File: config.mk
export PLATFORM = sky130hd
export DESIGN_NAME = b2sr_top
export DESIGN_NICKNAME = d
export VERILOG_FILES = /design/src/rtl/b2sr_pkg.sv /design/src/rtl/b2sr_cmd_ctrl.sv /design/src/rtl/b2sr_write_post.sv /design/src/rtl/b2sr_core.sv /design/src/rtl/b2sr_top.sv
export SDC_FILE = /design/constraint.sdc
export NUM_CORES = 2
export LEC_CHECK = 0
export BUFFER_PORTS_ARGS = -buffer_cell sky130_fd_sc_hd__buf_2
export CAP_MARGIN = 20
export CORE_MARGIN = 2
export CORE_UTILIZATION = 35
export CTS_CLUSTER_DIAMETER = 40
export DETAILED_ROUTE_END_ITERATION = 10
export PLACE_DENSITY = 0.54
export SYNTH_ARGS = -nofsm -noshare
export SYNTH_HDL_FRONTEND = slang
export SYNTH_SLANG_ARGS = --single-unit
File: constraint.sdc
create_clock -name clk -period 4.24 [get_ports clk]
set_input_delay 0.636 -clock clk [delete_from_list [all_inputs] [get_ports clk]]
set_output_delay 0.636 -clock clk [all_outputs]
set_load 0.03 [all_outputs]
File: src/rtl/b2sr_pkg.sv
package b2sr_pkg;
  localparam int B2_ADDR_W = 6;
  localparam int B2_WORD_W = 18;
  localparam int B2_BYTE_N = 2;

  typedef enum logic [1:0] {
    CMD_IDLE,
    CMD_RD,
    CMD_WR,
    CMD_REFUSE
  } cmd_kind_e;
endpackage

File: src/rtl/b2sr_cmd_ctrl.sv
module b2sr_cmd_ctrl
  import b2sr_pkg::*;
#(
  parameter int ADDR_W = B2_ADDR_W
) (
  input  logic              clk,
  input  logic              rst_n,
  input  logic              load_n,
  input  logic              rd_wr,
  input  logic [ADDR_W-1:0] cmd_addr,
  output logic              phase,
  output logic              rd_beat0,
  output logic              rd_beat1,
  output logic [ADDR_W-1:0] rd_base_addr,
  output logic              wexp0,
  output logic              wexp1,
  output logic [ADDR_W-1:0] wr_base_addr,
  output logic              err
);
  // edges from read command to first output beat (1.5 command periods)
  localparam int RD_LAT = 3;
  // command periods after a read during which a write would clash
  localparam int GUARD  = (RD_LAT + 1) / 2;

  cmd_kind_e         kind;
  logic              cmd_edge;
  logic [GUARD-1:0]  rd_hist;
  logic [RD_LAT:0]   rd_pipe;
  logic [ADDR_W-1:0] ra_pipe [RD_LAT];

  assign cmd_edge = ~phase;

  always_comb begin
    if (load_n)        kind = CMD_IDLE;
    else if (rd_wr)    kind = CMD_RD;
    else if (|rd_hist) kind = CMD_REFUSE;
    else               kind = CMD_WR;
  end

  always_ff @(posedge clk or negedge rst_n) begin
    if (!rst_n) begin
      phase        <= 1'b0;
      rd_hist      <= '0;
      rd_pipe      <= '0;
      wexp0        <= 1'b0;
      wexp1        <= 1'b0;
      err          <= 1'b0;
      wr_base_addr <= '0;
      for (int i = 0; i < RD_LAT; i++) ra_pipe[i] <= '0;
    end else begin
      phase      <= ~phase;
      rd_pipe    <= {rd_pipe[RD_LAT-1:0], cmd_edge && (kind == CMD_RD)};
      ra_pipe[0] <= cmd_addr;
      for (int i = 1; i < RD_LAT; i++) ra_pipe[i] <= ra_pipe[i-1];
      wexp0 <= cmd_edge && (kind == CMD_WR);
      wexp1 <= wexp0;
      if (cmd_edge) begin
        rd_hist <= {rd_hist[GUARD-2:0], kind == CMD_RD};
        err     <= (kind == CMD_REFUSE);
        if (kind == CMD_WR) wr_base_addr <= cmd_addr;
      end
    end
  end

  assign rd_beat0     = rd_pipe[RD_LAT-1];
  assign rd_beat1     = rd_pipe[RD_LAT];
  assign rd_base_addr = ra_pipe[RD_LAT-1];

  // an idle command edge starts neither a write window nor a read
  assert_idle_no_action_R1: assert property (@(posedge clk) disable iff (!rst_n)
    (cmd_edge && load_n) |=> (!wexp0 && !rd_pipe[0]));

  // a refused write raises the flag and opens no capture window
  assert_refuse_flags_R9: assert property (@(posedge clk) disable iff (!rst_n)
    (cmd_edge && kind == CMD_REFUSE) |=> (err && !wexp0));
endmodule

File: src/rtl/b2sr_write_post.sv
module b2sr_write_post
  import b2sr_pkg::*;
#(
  parameter int ADDR_W = B2_ADDR_W,
  parameter int WORD_W = B2_WORD_W,
  parameter int BYTE_N = B2_BYTE_N
) (
  input  logic              clk,
  input  logic              rst_n,
  input  logic              wexp0,
  input  logic              wexp1,
  input  logic [ADDR_W-1:0] wr_base_addr,
  input  logic [WORD_W-1:0] dq_in,
  input  logic [BYTE_N-1:0] byte_we_n,
  output logic              pend_valid,
  output logic [ADDR_W-1:0] pend_addr,
  output logic [WORD_W-1:0] pend_word0,
  output logic [BYTE_N-1:0] pend_en0,
  output logic [WORD_W-1:0] pend_word1,
  output logic [BYTE_N-1:0] pend_en1,
  output logic              commit_go
);
  logic [WORD_W-1:0] st_word;
  logic [BYTE_N-1:0] st_en;

  // older posted entry retires when a newer write finishes its capture
  assign commit_go = wexp1 && pend_valid;

  always_ff @(posedge clk or negedge rst_n) begin
    if (!rst_n) begin
      st_word    <= '0;
      st_en      <= '0;
      pend_valid <= 1'b0;
      pend_addr  <= '0;
      pend_word0 <= '0;
      pend_en0   <= '0;
      pend_word1 <= '0;
      pend_en1   <= '0;
    end else begin
      if (wexp0) begin
        st_word <= dq_in;
        st_en   <= ~byte_we_n;
      end
      if (wexp1) begin
        pend_valid <= 1'b1;
        pend_addr  <= wr_base_addr;
        pend_word0 <= st_word;
        pend_en0   <= st_en;
        pend_word1 <= dq_in;
        pend_en1   <= ~byte_we_n;
      end
    end
  end

  // second beat capture always follows a first beat capture
  assert_window_order_R4: assert property (@(posedge clk) disable iff (!rst_n)
    wexp1 |-> $past(wexp0));

  // a posted entry stays put until the next write completes
  assert_pend_kept_R7: assert property (@(posedge clk) disable iff (!rst_n)
    (pend_valid && !wexp1) |=> ($stable(pend_addr) && $stable(pend_word0) && $stable(pend_word1)));
endmodule

File: src/rtl/b2sr_core.sv
module b2sr_core
  import b2sr_pkg::*;
#(
  parameter int ADDR_W = B2_ADDR_W,
  parameter int WORD_W = B2_WORD_W,
  parameter int BYTE_N = B2_BYTE_N
) (
  input  logic              clk,
  input  logic              rst_n,
  input  logic              commit_go,
  input  logic              pend_valid,
  input  logic [ADDR_W-1:0] pend_addr,
  input  logic [WORD_W-1:0] pend_word0,
  input  logic [BYTE_N-1:0] pend_en0,
  input  logic [WORD_W-1:0] pend_word1,
  input  logic [BYTE_N-1:0] pend_en1,
  input  logic              rd_beat0,
  input  logic              rd_beat1,
  input  logic [ADDR_W-1:0] rd_base_addr,
  output logic [WORD_W-1:0] dq_out,
  output logic              dq_oe
);
  localparam int DEPTH  = 1 << ADDR_W;
  localparam int BYTE_W = WORD_W / BYTE_N;

  function automatic logic [ADDR_W-1:0] pair_mate(input logic [ADDR_W-1:0] a);
    return {a[ADDR_W-1:1], ~a[0]};
  endfunction

  function automatic logic [WORD_W-1:0] byte_merge(input logic [WORD_W-1:0] older,
                                                   input logic [WORD_W-1:0] newer,
                                                   input logic [BYTE_N-1:0] en);
    logic [WORD_W-1:0] r;
    r = older;
    for (int b = 0; b < BYTE_N; b++)
      if (en[b]) r[b*BYTE_W +: BYTE_W] = newer[b*BYTE_W +: BYTE_W];
    return r;
  endfunction

  logic [WORD_W-1:0] mem [DEPTH];
  logic [ADDR_W-1:0] out_base;
  logic [ADDR_W-1:0] rd_sel_addr;
  logic [WORD_W-1:0] coh_word;
  logic              hit0;
  logic              hit1;

  assign rd_sel_addr = rd_beat0 ? rd_base_addr : pair_mate(out_base);
  assign hit0        = pend_valid && (pend_addr == rd_sel_addr);
  assign hit1        = pend_valid && (pair_mate(pend_addr) == rd_sel_addr);

  always_comb begin
    coh_word = mem[rd_sel_addr];
    if (hit0) coh_word = byte_merge(coh_word, pend_word0, pend_en0);
    if (hit1) coh_word = byte_merge(coh_word, pend_word1, pend_en1);
  end

  always_ff @(posedge clk or negedge rst_n) begin
    if (!rst_n) begin
      for (int i = 0; i < DEPTH; i++) mem[i] <= '0;
      dq_out   <= '0;
      dq_oe    <= 1'b0;
      out_base <= '0;
    end else begin
      if (commit_go) begin
        mem[pend_addr]            <= byte_merge(mem[pend_addr], pend_word0, pend_en0);
        mem[pair_mate(pend_addr)] <= byte_merge(mem[pair_mate(pend_addr)], pend_word1, pend_en1);
      end
      dq_oe <= rd_beat0 || rd_beat1;
      if (rd_beat0 || rd_beat1) dq_out <= coh_word;
      if (rd_beat0) out_base <= rd_base_addr;
    end
  end

  // every first read beat is followed by its second beat
  assert_beat_pair_R8: assert property (@(posedge clk) disable iff (!rst_n)
    rd_beat0 |=> rd_beat1);

  // the two beats of one read and the next read never fire together
  assert_one_beat_R6: assert property (@(posedge clk) disable iff (!rst_n)
    $onehot0({rd_beat0, rd_beat1}));
endmodule

File: src/rtl/b2sr_top.sv
module b2sr_top
  import b2sr_pkg::*;
#(
  parameter int ADDR_W = B2_ADDR_W,
  parameter int WORD_W = B2_WORD_W,
  parameter int BYTE_N = B2_BYTE_N
) (
  input  logic              clk,
  input  logic              rst_n,
  input  logic              load_n,
  input  logic              rd_wr,
  input  logic [ADDR_W-1:0] cmd_addr,
  input  logic [WORD_W-1:0] dq_in,
  input  logic [BYTE_N-1:0] byte_we_n,
  output logic [WORD_W-1:0] dq_out,
  output logic              dq_oe,
  output logic              bus_err,
  output logic              half_phase
);
  logic              rd_beat0, rd_beat1;
  logic [ADDR_W-1:0] rd_base_addr, wr_base_addr, pend_addr;
  logic              wexp0, wexp1;
  logic              pend_valid, commit_go;
  logic [WORD_W-1:0] pend_word0, pend_word1;
  logic [BYTE_N-1:0] pend_en0, pend_en1;

  b2sr_cmd_ctrl #(.ADDR_W(ADDR_W)) u_ctrl (
    .clk(clk), .rst_n(rst_n), .load_n(load_n), .rd_wr(rd_wr), .cmd_addr(cmd_addr),
    .phase(half_phase), .rd_beat0(rd_beat0), .rd_beat1(rd_beat1),
    .rd_base_addr(rd_base_addr), .wexp0(wexp0), .wexp1(wexp1),
    .wr_base_addr(wr_base_addr), .err(bus_err)
  );

  b2sr_write_post #(.ADDR_W(ADDR_W), .WORD_W(WORD_W), .BYTE_N(BYTE_N)) u_post (
    .clk(clk), .rst_n(rst_n), .wexp0(wexp0), .wexp1(wexp1),
    .wr_base_addr(wr_base_addr), .dq_in(dq_in), .byte_we_n(byte_we_n),
    .pend_valid(pend_valid), .pend_addr(pend_addr),
    .pend_word0(pend_word0), .pend_en0(pend_en0),
    .pend_word1(pend_word1), .pend_en1(pend_en1), .commit_go(commit_go)
  );

  b2sr_core #(.ADDR_W(ADDR_W), .WORD_W(WORD_W), .BYTE_N(BYTE_N)) u_core (
    .clk(clk), .rst_n(rst_n), .commit_go(commit_go), .pend_valid(pend_valid),
    .pend_addr(pend_addr), .pend_word0(pend_word0), .pend_en0(pend_en0),
    .pend_word1(pend_word1), .pend_en1(pend_en1),
    .rd_beat0(rd_beat0), .rd_beat1(rd_beat1), .rd_base_addr(rd_base_addr),
    .dq_out(dq_out), .dq_oe(dq_oe)
  );

  // a read command drives exactly the fourth and fifth beats after it
  assert_read_latency_R8: assert property (@(posedge clk) disable iff (!rst_n)
    (!half_phase && !load_n && rd_wr) |-> ##4 dq_oe ##1 dq_oe);

  // output drive and expected write data never share the bus
  assert_no_bus_clash_R9: assert property (@(posedge clk) disable iff (!rst_n)
    !(dq_oe && (wexp0 || wexp1)));
endmodule

==> results.toml <==
[global_route]
grt_antenna_before_repair = 25
grt_overflow = 0
grt_pass1_vias = 69100
grt_max_degree = 171
grt_usage = 0.334
grt_pass1_wl_mm = 530

[layout]
nets = 8208
n_fill_cell = 20900
areaGrowthSynthToFinish_pct = 17.7
layout-drive-gt1-share = 0.187
layoutNonFillerInstCount = 11200

[setup_path]
path_cells = "nor2b_4 -> buf_4 -> a22oi_1 -> a31oi_1 -> nand3_1 -> a211oi_1 -> a31oi_1 -> mux2i_2 -> buf_12 -> o21ai_0"
cp_max_fo = 29
critPathMostFrequentCell = "a31oi_1"
setup.worst_path.class = "flip-flop to flip-flop"
arrival_ns = 4.84
cp_slowest_cell = "nor2b_4"
cpPeakStageDelay_ns = 0.93
end_kind = "flip-flop"
required_ns = 4.95
start_kind = "flip-flop"

[logic_synthesis]
ys_seq_area_frac = 0.422
yosysMostFrequentCell = "nand2_1"
netlist_top_cells_count = "nand2_1 (1842), o21ai_0 (1309), dfrtp_1 (1278), clkbuf_1 (591), mux2i_1 (410)"
synth_cells = 8294
ys_types = 85
synth_edf_count = 0
synth_top_area_cell = "dfrtp_1"
synth_warnings = 0
synth.avg_cell_area_um2 = 9.13
synth_area_leaders = "dfrtp_1 (42%), nand2_1 (9.1%), o21ai_0 (8.6%), mux4_2 (5.9%), mux2i_1 (5.4%)"
synth_area_mm2 = 0.0757
synth_fp_nets = 8324
synthFlopType = "dfrtp_1"
ys_ff_latch = 1278
ys_async_sr_fraction = 1.00
synth_top_area_frac = 0.422

[cts]
clk_latency_ns = 0.87
post_cts_buffers = 0
clkSinkCount = 1278
clock_tree.buffer_depth = 3
numCtsBuffers = 210
clk_pin_slew_ns = 0.06
cts_max_level = 4
clk_root_buffer_cell = "clkbuf_16"
cts_tree = "built"

[drt]
via_per_inst = 6.58
drt_iter0_drc = 11100
wl_per_cell_um = 33.5
via_count = 73900
ant_nets = 0
dr.pass1.iters = 8
drc = 0
wirelength_mm = 376

[pwr]
sw_frac_of_total = 0.410
total_power_uw = 52300
seqPwrFrac = 0.295
leakage_uw = 0.0368
internal-power_uw = 30800
pwr-share-comb = 0.353
vdd.ir_drop.worst_uv = 397
p_sw_uw = 21500
p_per_area_mw_per_mm2 = 587
clock_power_share = 0.352

[timing]
clock_skew_ns = 0.0439
worstMarginPinSlew_ns = 1.29
slew_viol_final = 0
whs_ns = 0.0591
setup_viol = 0
hold_viol_final = 0
min_period_ns = 4.13
rsz0062_at_grt = "no"
relSlewSlack = 0.139
fin_crit_sh = 0.973
setup_tns_ns = 0
fin_ws_ns = 0.112
fmax_ghz = 0.242

[placed_design]
port_buffers = 50
gp_congestion = 0.969
post-place-cells = 10800
hpwlAfterDp_mm = 238
place_ws_ns = 0.356

[floorplanning]
die-area_mm2 = 0.220
design.portCount = 51
core_mm2 = 0.215
initial_utilization = 0.353
rows = 170
die_h_um = 469
die_w_um = 469

[min_path]
hp-class = "input pin to flip-flop"

[flow_run]
cap_violations = 0

[status]
status = "complete, no violations"
power by group through the flow:
stage	logic [µW]	registers, µW	clock network, µW
global placement	17500	15500	0
detailed placement	17700	15500	0
finish	18400	15400	18400
CTS	17700	15300	18500
floorplan	9790	14800	0
global route	18900	15600	19100
worst max-delay path: cells and delay by family (launching register included):
kind	cells	cell delay, ns
AOI/OAI and AO/OA	5	1.01
buffers and inverters	2	0.69
DFF	1	0.81
muxes	1	0.29
and+or+nand+nor	2	1.12
layer usage:
metal	vias to the layer above	track usage	wire length (µm)
li1	30500	-	-
met1	36400	0.436	145000
met2	5476	0.471	155000
met3	1515	0.109	47600
met4	24	0.221	28600
met5	-	0	171
registers in the layout, summed over array words and instances, names as in the netlist, 2 cells and up:
| register | flops |
|---|---|
| u_post.pend_addr | 6 |
| u_ctrl.rd_pipe | 4 |
| u_ctrl.wr_base_addr | 6 |
| u_post.pend_word1 | 18 |
| u_post.pend_en0 | 2 |
| u_core.mem | 1152 |
| u_core.out_base | 6 |
| u_post.st_en | 2 |
| u_core.dq_out | 18 |
| u_ctrl.ra_pipe | 12 |
| u_post.st_word | 18 |
| u_ctrl.rd_hist | 2 |
| u_ctrl.rd_base_addr | 6 |
| u_post.pend_en1 | 2 |
| u_post.pend_word0 | 18 |
per-stage QoR:
step,cell area (µm²),utilization
3_5_place_dp,81400,0.379
6_report,89100,0.415
4_1_cts,89000,0.414
2_1_floorplan,75700,-
3_3_place_gp,81300,0.379
5_1_grt,89100,0.415
layout by cell type (no fill, tap or decap), types with 163 or more instances in the layout:
| cell | Yosys | layout |
|---|---|---|
| a21oi_1 | 306 | 303 |
| a221oi_1 | 197 | 197 |
| a22oi_1 | 187 | 187 |
| buf_4 | 40 | 359 |
| clkbuf_16 | 0 | 215 |
| dfrtp_1 | 1278 | 1273 |
| mux2_2 | 269 | 269 |
| mux2i_1 | 410 | 405 |
| mux4_2 | 197 | 197 |
| nand2_1 | 1842 | 1807 |
| o21ai_0 | 1309 | 1309 |
| o22ai_1 | 163 | 163 |
cell families (layout without fill, tap and decap cells):
group	after synthesis	in the layout	synth area share
flip-flops	1278	1278	0.422
buffers and inverters	921	990	0.0551
AND/OR/NAND/NOR	2304	2304	0.125
multiplexers	884	884	0.154
other	0	25	0
XOR/XNOR	6	6	0.000694
AO/OA/AOI/OAI	2901	2901	0.243
final timing paths:
| path | end | cells past startpoint | slack, ns | start |
|---|---|---|---|---|
| setup / recovery | u_core.mem[1117]$_DFFE_PN0P_ | 10 | 0.11 | u_post.pend_addr[1]$_DFFE_PN0P_ |
| hold / removal | u_post.pend_word1[15]$_DFFE_PN0P_ | 3 | 0.06 | dq_in[15] |
| setup reg to reg | u_core.mem[1117]$_DFFE_PN0P_ | 10 | 0.11 | u_post.pend_addr[1]$_DFFE_PN0P_ |
| hold reg to reg | u_ctrl.ra_pipe[9]$_DFF_PN0_ | 0 | 0.35 | u_ctrl.ra_pipe[15]$_DFF_PN0_ |
| max in group asynchronous | u_post.pend_addr[2]$_DFFE_PN0P_ | 3 | 2.50 | rst_n |
| min in group asynchronous | u_core.mem[668]$_DFFE_PN0P_ | 2 | 0.29 | rst_n |
timing repair:
| item | in CTS | in global routing |
|---|---|---|
| resized for setup | 0 | 0 |
| hold buffers | 15 | 0 |
| hold endpoints to repair | 66 | 0 |
area by class of cell:
| class | count | area [µm²] | share of cell area |
|---|---|---|---|
| Sequential cell | 1278 | 32000 | 0.359 |
| Multi-Input combinational cell | 6095 | 40200 | 0.450 |
| Antenna cell | 25 | 62.6 | 0.000702 |
| Timing Repair Buffer | 552 | 5660 | 0.0635 |
| Inverter | 41 | 175 | 0.00197 |
| Tap cell | 2838 | 3550 | 0.0398 |
| Clock inverter | 148 | 1840 | 0.0207 |
| Clock buffer | 249 | 5690 | 0.0638 |
(Power assumes the default switching activity.)
